$ cat src/rtl/lps_pkg.sv
package lps_pkg;

  typedef enum logic [1:0] {
    JAC_ZERO = 2'd0,
    JAC_POS  = 2'd1,
    JAC_NEG  = 2'd2
  } jac_t;

  typedef enum logic [1:0] {
    ST_IDLE = 2'd0,
    ST_TRY  = 2'd1,
    ST_WAIT = 2'd2
  } lps_state_t;

  // Halving the numerator flips the sign when the modulus is 3 or 5 mod 8.
  function automatic logic halve_flips(input logic [2:0] mod_low);
    return (mod_low == 3'd3) || (mod_low == 3'd5);
  endfunction

  // Exchanging the arguments flips the sign when both are 3 mod 4.
  function automatic logic swap_flips(input logic [1:0] num_low, input logic [1:0] mod_low);
    return (num_low == 2'b11) && (mod_low == 2'b11);
  endfunction

  // Sign contributed by a negative numerator: (-1)^((N-1)/2).
  function automatic logic neg_flips(input logic [1:0] mod_low);
    return mod_low == 2'b11;
  endfunction

endpackage

$ cat src/rtl/lps_disc.sv
module lps_disc #(
  parameter int TW = 6,
  localparam int DW = TW + 2
) (
  input  logic [TW-1:0]        idx,
  output logic [DW-1:0]        mag,
  output logic                 neg,
  output logic signed [DW:0]   d_val,
  output logic signed [DW:0]   q_val
);

  logic signed [DW:0] one_minus_d;

  always_comb begin
    mag         = DW'(5) + DW'({idx, 1'b0});
    neg         = idx[0];
    d_val       = neg ? -$signed({1'b0, mag}) : $signed({1'b0, mag});
    one_minus_d = $signed((DW+1)'(1)) - d_val;
    q_val       = one_minus_d >>> 2;
  end

endmodule

$ cat src/rtl/lps_jacobi.sv
module lps_jacobi
  import lps_pkg::*;
#(
  parameter int NW = 12
) (
  input  logic          clk,
  input  logic          rst_n,
  input  logic          go,
  input  logic [NW-1:0] a_in,
  input  logic [NW-1:0] n_in,
  input  logic          neg_in,
  output logic          busy,
  output logic          fin,
  output jac_t          res,
  output logic          mod_lsb
);

  logic [NW-1:0] a_q;
  logic [NW-1:0] n_q;
  logic          t_q;
  logic          busy_q;
  logic          fin_q;
  jac_t          res_q;

  logic a_zero;
  logic a_even;
  logic a_ge_n;

  assign a_zero = (a_q == '0);
  assign a_even = ~a_q[0];
  assign a_ge_n = (a_q >= n_q);

  always_ff @(posedge clk) begin
    if (!rst_n) begin
      a_q    <= '0;
      n_q    <= NW'(1);
      t_q    <= 1'b0;
      busy_q <= 1'b0;
      fin_q  <= 1'b0;
      res_q  <= JAC_ZERO;
    end else begin
      fin_q <= 1'b0;
      if (go && !busy_q) begin
        a_q    <= a_in;
        n_q    <= n_in;
        t_q    <= neg_in && neg_flips(n_in[1:0]);
        busy_q <= 1'b1;
      end else if (busy_q) begin
        if (a_zero) begin
          busy_q <= 1'b0;
          fin_q  <= 1'b1;
          if (n_q == NW'(1)) res_q <= t_q ? JAC_NEG : JAC_POS;
          else               res_q <= JAC_ZERO;
        end else if (a_even) begin
          a_q <= a_q >> 1;
          if (halve_flips(n_q[2:0])) t_q <= ~t_q;
        end else if (a_ge_n) begin
          a_q <= a_q - n_q;
        end else begin
          a_q <= n_q;
          n_q <= a_q;
          if (swap_flips(a_q[1:0], n_q[1:0])) t_q <= ~t_q;
        end
      end
    end
  end

  assign busy    = busy_q;
  assign fin     = fin_q;
  assign res     = res_q;
  assign mod_lsb = n_q[0];

endmodule

$ cat src/rtl/lps_top.sv
module lps_top
  import lps_pkg::*;
#(
  parameter int NW = 12,
  parameter int TW = 6,
  localparam int DW = TW + 2
) (
  input  logic                clk,
  input  logic                rst_n,
  input  logic                start,
  input  logic [NW-1:0]       n_in,
  input  logic [TW-1:0]       max_trials,
  output logic                done,
  output logic signed [DW:0]  d_out,
  output logic signed [DW:0]  p_out,
  output logic signed [DW:0]  q_out,
  output logic                composite,
  output logic                timeout
);

  lps_state_t          state;
  logic [NW-1:0]       n_lat;
  logic [TW-1:0]       max_lat;
  logic [TW-1:0]       trial_idx;
  logic                done_q;
  logic                comp_q;
  logic                tmo_q;
  logic signed [DW:0]  d_q;
  logic signed [DW:0]  p_q;
  logic signed [DW:0]  q_q;

  // Named events for the checker.
  logic                busy;
  logic                limit_hit;
  logic                trial_fire;
  logic                jac_busy;
  logic                jac_fin;
  logic                jac_mod_lsb;
  jac_t                jac_res;
  logic [DW-1:0]       d_mag;
  logic                d_neg;
  logic signed [DW:0]  d_val;
  logic signed [DW:0]  q_val;
  logic                mag_is_n;

  lps_disc #(.TW(TW)) u_disc (
    .idx   (trial_idx),
    .mag   (d_mag),
    .neg   (d_neg),
    .d_val (d_val),
    .q_val (q_val)
  );

  assign busy       = (state != ST_IDLE);
  assign limit_hit  = (trial_idx == max_lat);
  assign trial_fire = (state == ST_TRY) && !limit_hit;
  assign mag_is_n   = (NW'(d_mag) == n_lat);

  lps_jacobi #(.NW(NW)) u_jac (
    .clk     (clk),
    .rst_n   (rst_n),
    .go      (trial_fire),
    .a_in    (NW'(d_mag)),
    .n_in    (n_lat),
    .neg_in  (d_neg),
    .busy    (jac_busy),
    .fin     (jac_fin),
    .res     (jac_res),
    .mod_lsb (jac_mod_lsb)
  );

  always_ff @(posedge clk) begin
    if (!rst_n) begin
      state     <= ST_IDLE;
      n_lat     <= '0;
      max_lat   <= '0;
      trial_idx <= '0;
      done_q    <= 1'b0;
      comp_q    <= 1'b0;
      tmo_q     <= 1'b0;
      d_q       <= '0;
      p_q       <= '0;
      q_q       <= '0;
    end else begin
      done_q <= 1'b0;
      unique case (state)
        ST_IDLE: begin
          if (start) begin
            n_lat     <= n_in;
            max_lat   <= max_trials;
            trial_idx <= '0;
            comp_q    <= 1'b0;
            tmo_q     <= 1'b0;
            d_q       <= '0;
            p_q       <= '0;
            q_q       <= '0;
            state     <= ST_TRY;
          end
        end
        ST_TRY: begin
          if (limit_hit) begin
            tmo_q  <= 1'b1;
            done_q <= 1'b1;
            state  <= ST_IDLE;
          end else begin
            state <= ST_WAIT;
          end
        end
        ST_WAIT: begin
          if (jac_fin) begin
            if (jac_res == JAC_NEG) begin
              d_q    <= d_val;
              q_q    <= q_val;
              p_q    <= (DW+1)'(1);
              done_q <= 1'b1;
              state  <= ST_IDLE;
            end else if (jac_res == JAC_ZERO && !mag_is_n) begin
              d_q    <= d_val;
              comp_q <= 1'b1;
              done_q <= 1'b1;
              state  <= ST_IDLE;
            end else begin
              trial_idx <= trial_idx + TW'(1);
              state     <= ST_TRY;
            end
          end
        end
        default: state <= ST_IDLE;
      endcase
    end
  end

  assign done      = done_q;
  assign d_out     = d_q;
  assign p_out     = p_q;
  assign q_out     = q_q;
  assign composite = comp_q;
  assign timeout   = tmo_q;

endmodule

$ cat config.mk
export PLATFORM = sky130hd
export DESIGN_NAME = lps_top
export DESIGN_NICKNAME = d
export VERILOG_FILES = /design/src/rtl/lps_pkg.sv /design/src/rtl/lps_disc.sv /design/src/rtl/lps_jacobi.sv /design/src/rtl/lps_top.sv
export SDC_FILE = /design/constraint.sdc
export NUM_CORES = 1
export LEC_CHECK = 0
export BUFFER_PORTS_ARGS = -buffer_cell sky130_fd_sc_hd__buf_2
export CAP_MARGIN = 20
export CORE_ASPECT_RATIO = 2
export CORE_MARGIN = 5
export CORE_UTILIZATION = 50
export DETAILED_ROUTE_END_ITERATION = 6
export PLACE_DENSITY = 0.8
export SYNTH_ARGS = -nofsm -noshare
export SYNTH_HDL_FRONTEND = slang
export SYNTH_SLANG_ARGS = --single-unit
$ cat constraint.sdc
create_clock -name clk -period 7.5 [get_ports clk]
set_input_delay 1.5 -clock clk [delete_from_list [all_inputs] [get_ports clk]]
set_output_delay 1.5 -clock clk [all_outputs]
set_load 0.1 [all_outputs]
### Word level (Yosys, flattened, before mapping)

Index checks and enable logic that the tools add are counted.

| storage, ports and cells | value |
|---|---|
| logic and storage cells | 140 |
| bits of input ports | 21 |
| bits in registers | 85 |
| output and inout port bits | 30 |

| cells by class | value |
|---|---|
| muxes and demuxes | 58 |
| equal/unequal tests | 23 |
| reduce and logical (&&, ||, !) cells | 31 |
| $add $sub $neg | 5 |
| bitwise operators | 5 |
| $lt $le $gt $ge | 1 |

Operator list:

| operator | number |
|---|---|
| $mux 12 | 7 |
| $mux 9 | 9 |
| $pmux 9 s2 | 3 |
| $mux 6 | 4 |
| $mux 8 | 3 |
| $mux 1 | 22 |
| $ne 2x2->1 const B | 8 |
| $reduce_and 5->1 | 3 |
| $eq 12x1->1 const B | 1 |
| $eq 8x12->1 | 1 |
| $ge 12x12->1 | 1 |
| $logic_not 12->1 | 1 |
| $pmux 6 s2 | 1 |
| $reduce_and 4->1 | 3 |
| $sub 12x12->12 | 1 |
| $eq 2x2->1 const B | 5 |
| $mux 2 | 5 |
| $ne 3x3->1 const B | 3 |
| $neg 8->9 | 1 |
| $sub 2x9->9 const A | 1 |
| $add 3x7->8 const A | 1 |
| $reduce_and 2->1 | 4 |
| $reduce_bool 2->1 | 4 |
| $add 6x1->6 const B | 1 |
| other kinds (16) | 30 |

### Logic depth before layout (Yosys ltp)

| logic depth | value |
|---|---|
| depth after elaboration | 8 |
| mapped depth | 11 |

### Hierarchy

From an unflattened synthesis, not the netlist that was laid out.

| second synthesis, totals | value |
|---|---|
| cell total of the unflattened synthesis | 650 |
| area total of the unflattened synthesis | 5089.9 µm² |

By module, submodules not included:

| module | area an instance (µm²) | seq. area each (µm²) | cells each | instances |
|---|---|---|---|---|
| lps_jacobi | 2517.4 | 580.6 | 323 | 1 |
| lps_top | 2203.4 | 960.9 | 276 | 1 |
| lps_disc | 369.1 | 0.0 | 51 | 1 |

### Worst setup path before layout

OpenSTA, ideal clock, no wires.

| timing | value |
|---|---|
| path type | reg-to-output |
| start | reg q_q[7] (netlist: q_out[7]) |
| end | out q_out[7] |
| stages on the path, launching flop included | 2 |
| data required time | 6000 ps |
| arrival time | 1391 ps |
| path buffers | 1 |
| path slack | 4609 ps |
| path through | dfxtp_1 -> buf_4 |

RTL lines:

| element | line | RTL |
|---|---|---|
| start: declaration | lps_top.sv:30 | `logic signed [DW:0] q_q;` |
| start signal: assignment | lps_top.sv:113 | `q_q <= q_val;` |
| end: declaration | lps_top.sv:16 | `output logic signed [DW:0] q_out,` |

No word-level cell between the ends.

### Worst setup path in the final report

| timing | value |
|---|---|
| start | reg u_jac.a_q[0] |
| end | reg u_jac.n_q[3] |

| between the ends | value |
|---|---|
| word-level cells in the longest chain between the ends | 3 |

RTL lines:

| element | line | RTL |
|---|---|---|
| start: declaration | lps_jacobi.sv:18 | `logic [NW-1:0] a_q;` |
| start signal: assignment | lps_jacobi.sv:44 | `a_q <= a_in;` |
| start signal: assignment | lps_jacobi.sv:55 | `a_q <= a_q >> 1;` |
| start signal: assignment | lps_jacobi.sv:58 | `a_q <= a_q - n_q;` |
| $ge 12x12->1 / $logic_not 12->1 (equally long branches) | lps_jacobi.sv:31, lps_jacobi.sv:29 |  |
| $ne 2x2->1 (no line) | -- |  |
| $reduce_and 4->1 (no line) * | -- |  |
| end signal: assignment | lps_jacobi.sv:45 | `n_q <= n_in;` |
| end signal: assignment | lps_jacobi.sv:61 | `n_q <= a_q;` |
| end: declaration | lps_jacobi.sv:19 | `logic [NW-1:0] n_q;` |

Mark *: on every way between the ends. The rest lies on a longest branch, timed or not.
A chain may end at the register's enable or synchronous reset.

==> impl_results.md <==
- H-tree Lvls: 3
- Worst skew pair latency: ~0.33 ns
- Number of synthesized flops with an enable pin: 0
- CTS tree: yes
- Slew margin rel.: 37.9%
- DR DRC count: 0
- Crit path from: u_jac.a_q[0]
- FILL cells: a little over 800
- Final ANT Viol Nets: 0
- Most frequent cell after synthesis: dfxtp_1
- Sum Neg Setup Slack: 0 ns
- Initial drt markers: 226
- Detailed-route via count: 4395
- Clock share of power: 20.6%
- Post-DP HPWL: 10.2 mm
- TritonCTS Buffers: 9
- Switching power: 1.00 mW
- Setup crit end kind: flop
- Yosys top cell area share: approximately 32%
- Die Y: 146 µm
- Comb pwr share: 53.8%
- Max-cap viol count: 0
- Status: finished clean
- Vias per cell: approximately 6.3
- Reg2Reg Launch Point: u_jac.a_q[0]
- Post-Route WL: 13.4 mm
- Unrepaired setup endpoints after global routing: false
- IO Pins: 51
- Syn Area/Cell: 8.02 µm²
- Die W: 77.8 µm
- Top_reg_cell synth: dfxtp_1
- Post-cts resize count: 0
- Clk buf depth: 2
- Setup CP Type: reg -> reg
- Reg2reg setup slack: 4.16 ns
- Hold Path Origin: d_out[0]
- Count of final setup violators: 0
- Clock Sinks: 74
- Initial Utilization: between 50% and 60%
- Ys async rst share: 0%
- Fraction of layout cells with a size suffix above 1: 11.3%
- Area Growth Syn to Fin: 9.88%
- Final Slew Violations: 0
- Sequential Power Share: 25.6%
- Yosys cell types: 65
- CP max FO: 12
- LEAKAGE: 2.10 nW
- Final Wtd Congestion: 0.917
- Root buffer cell: clkbuf_16
- Die area: 11300 µm²
- Grt ovf: 0
- Internal Power: 1.21 mW
- Largest net degree at the start of global routing: between 40 and 50
- Pwr Total: 2.21 mW
- Critical path arrival: 3.58 ns
- Worst EP required: 7.74 ns
- Sw frac: about 45%
- Worst Reg-to-Reg Cells: 9
- Input/output buffers: 41
- Diode count: 0
- Global-route wire length before repair: approximately 21 mm
- Placement Rows: 49
- Gate Count Post-Synth: roughly 570
- Area leader, netlist: dfxtp_1
- Seq/Total Area, Yosys: 32.2%
- Pwr dens: 438 nW/µm²
- Crit path launch type: flop
- Synthesis warning total: 0
- Yosys reg bits: 74
- Most frequent cells after synthesis: dfxtp_1, nand2_1, a21oi_1, nor2_1, inv_1
- Vias in the first global route: 4384
- Reg clk slew, reported paths: about 0.050 ns
- Reg2reg end: u_jac.n_q[3]
- Tightest Pin Transition: 0.928 ns
- Nets: 629
- Drt first pass iters: 5
- Final worst path period need: 3.34 ns
- Hold EP: d_out[0]
- Setup Buffers After CTS: 0
- WHS Path Cells: 1
- Max Clock Skew: 0.00653 ns
- HP Class: reg -> reg
- Area of the mapped netlist: 4600 µm²
- Top cells by area, synth: dfxtp_1, a21oi_1, ha_1, nand2_1, xnor2_1
- Max VDD drop: 211 µV
- Final Hold Vio Count: 0
- DR WL/cell: between 15 and 20 µm
- Max Clock Freq: about 300 MHz
- Initial antenna violation count: 0
- CORE AREA: 9010 µm²
- Cts hold-fix bufs: 0
- GR Util All Layers: 23.2%
- Ratio of final minimum period to clock period: between 40% and 50%
[sequential cells by signal, indices dropped and copies added (netlist names)]
signal / count
state: 2
u_jac.t_q: 1
u_jac.a_q: 12
u_jac.res: 2
d_out: 8
done: 1
u_jac.n_q: 12
n_lat: 12
u_jac.fin: 1
u_jac.busy: 1
max_lat: 6
p_out: 1
q_out: 7
timeout: 1
composite: 1
trial_idx: 6
[metal layers]
layer,up-vias,GRT usage (%),share of wire [%]
met1,2047,20.9,32
li1,2084,-,-
met3,62,3.16,4.9
met2,202,44.0,55
met4,0,17.6,7.2
met5,-,0,0
[stage by stage]
step	cells	hold slack (ns)	worst slack, ns	util, %	area [µm²]
2_1_floorplan	581	0.449	4.61	-	4630
3_3_place_gp	679	0.434	4.42	52.5	4730
3_5_place_dp	679	0.446	4.28	52.5	4730
4_1_cts	694	0.462	4.21	56.0	5050
5_1_grt	694	0.470	3.94	56.0	5050
6_report	694	0.460	4.16	56.0	5050
[power groups by stage]
| stage | combinational (mW) | clock (mW) | sequential (mW) |
|---|---|---|---|
| 2_1_floorplan | 0.927 | 0 | 0.555 |
| 3_3_place_gp | 1.13 | 0 | 0.565 |
| 3_5_place_dp | 1.16 | 0 | 0.568 |
| 4_1_cts | 1.17 | 0.463 | 0.560 |
| 5_1_grt | 1.30 | 0.476 | 0.573 |
| 6_report | 1.19 | 0.457 | 0.566 |
[placed cells by master, fill, tap and decap left out, types with 6 or more instances in the layout]
master     netlist  final
a211oi_1        19     19
a21oi_1         55     55
a31oi_1          6      6
and2_1           7      7
and3_1           8      8
buf_2            7     41
clkbuf_16        0      9
conb_1           1      9
dfxtp_1         74     74
ha_1            19     19
inv_1           27     27
mux2i_1         19     19
nand2_1         60     60
nand3_1         18     18
nand4_1          9      9
nor2_1          40     40
nor2b_1          7      7
nor3_1           9      9
nor4_1           8      8
o21ai_0         15     15
or3_1            6      6
xnor2_1         22     22
xor2_1           9      9
[logic make-up (layout without fill, tap and decap cells)]
family / after synthesis / count (layout) / share of synthesized area [%]
AO/OA/AOI/OAI: 161 / 161 / 23.9
XOR/XNOR: 31 / 31 / 5.91
adder cells (fa/ha/maj): 20 / 20 / 5.61
buffers and inverters: 76 / 87 / 7.70
flip-flops: 74 / 74 / 32.2
multiplexers: 20 / 20 / 4.38
other: 1 / 9 / 0.0816
AND/OR/NAND/NOR: 190 / 190 / 20.2
[worst max-delay path by stage]
stage | to | slack, ns | cells past startpoint
floorplan | q_out[7] | 4.61 | 1
CTS | u_jac.n_q[3] | 4.21 | 9
detailed placement | u_jac.n_q[10] | 4.28 | 9
finish | u_jac.n_q[3] | 4.16 | 9
global placement | u_jac.n_q[10] | 4.42 | 9
global route | u_jac.n_q[3] | 3.94 | 9
[worst max-delay path, stage by stage, from the launching register on]
cell and delay [ns]:
dfxtp_1 0.52, clkinv_1 0.34, ha_1 0.32, fa_1 0.40
nand2b_1 0.20, a21oi_1 0.19, o2111ai_1 0.19, nand4_1 0.59
mux2i_1 0.20, a211oi_1 0.28
[final cells by class]
cell class	count	area, µm²	share of cell area (%)
multi-input cells	431	2790	55.3
flip-flops and latches	74	1480	29.3
clock buffers	10	239	4.73
repair buffers	44	228	4.51
well taps	102	128	2.53
inverters	28	105	2.08
clock inverters	5	78.8	1.56
(Power assumes the default switching activity.)
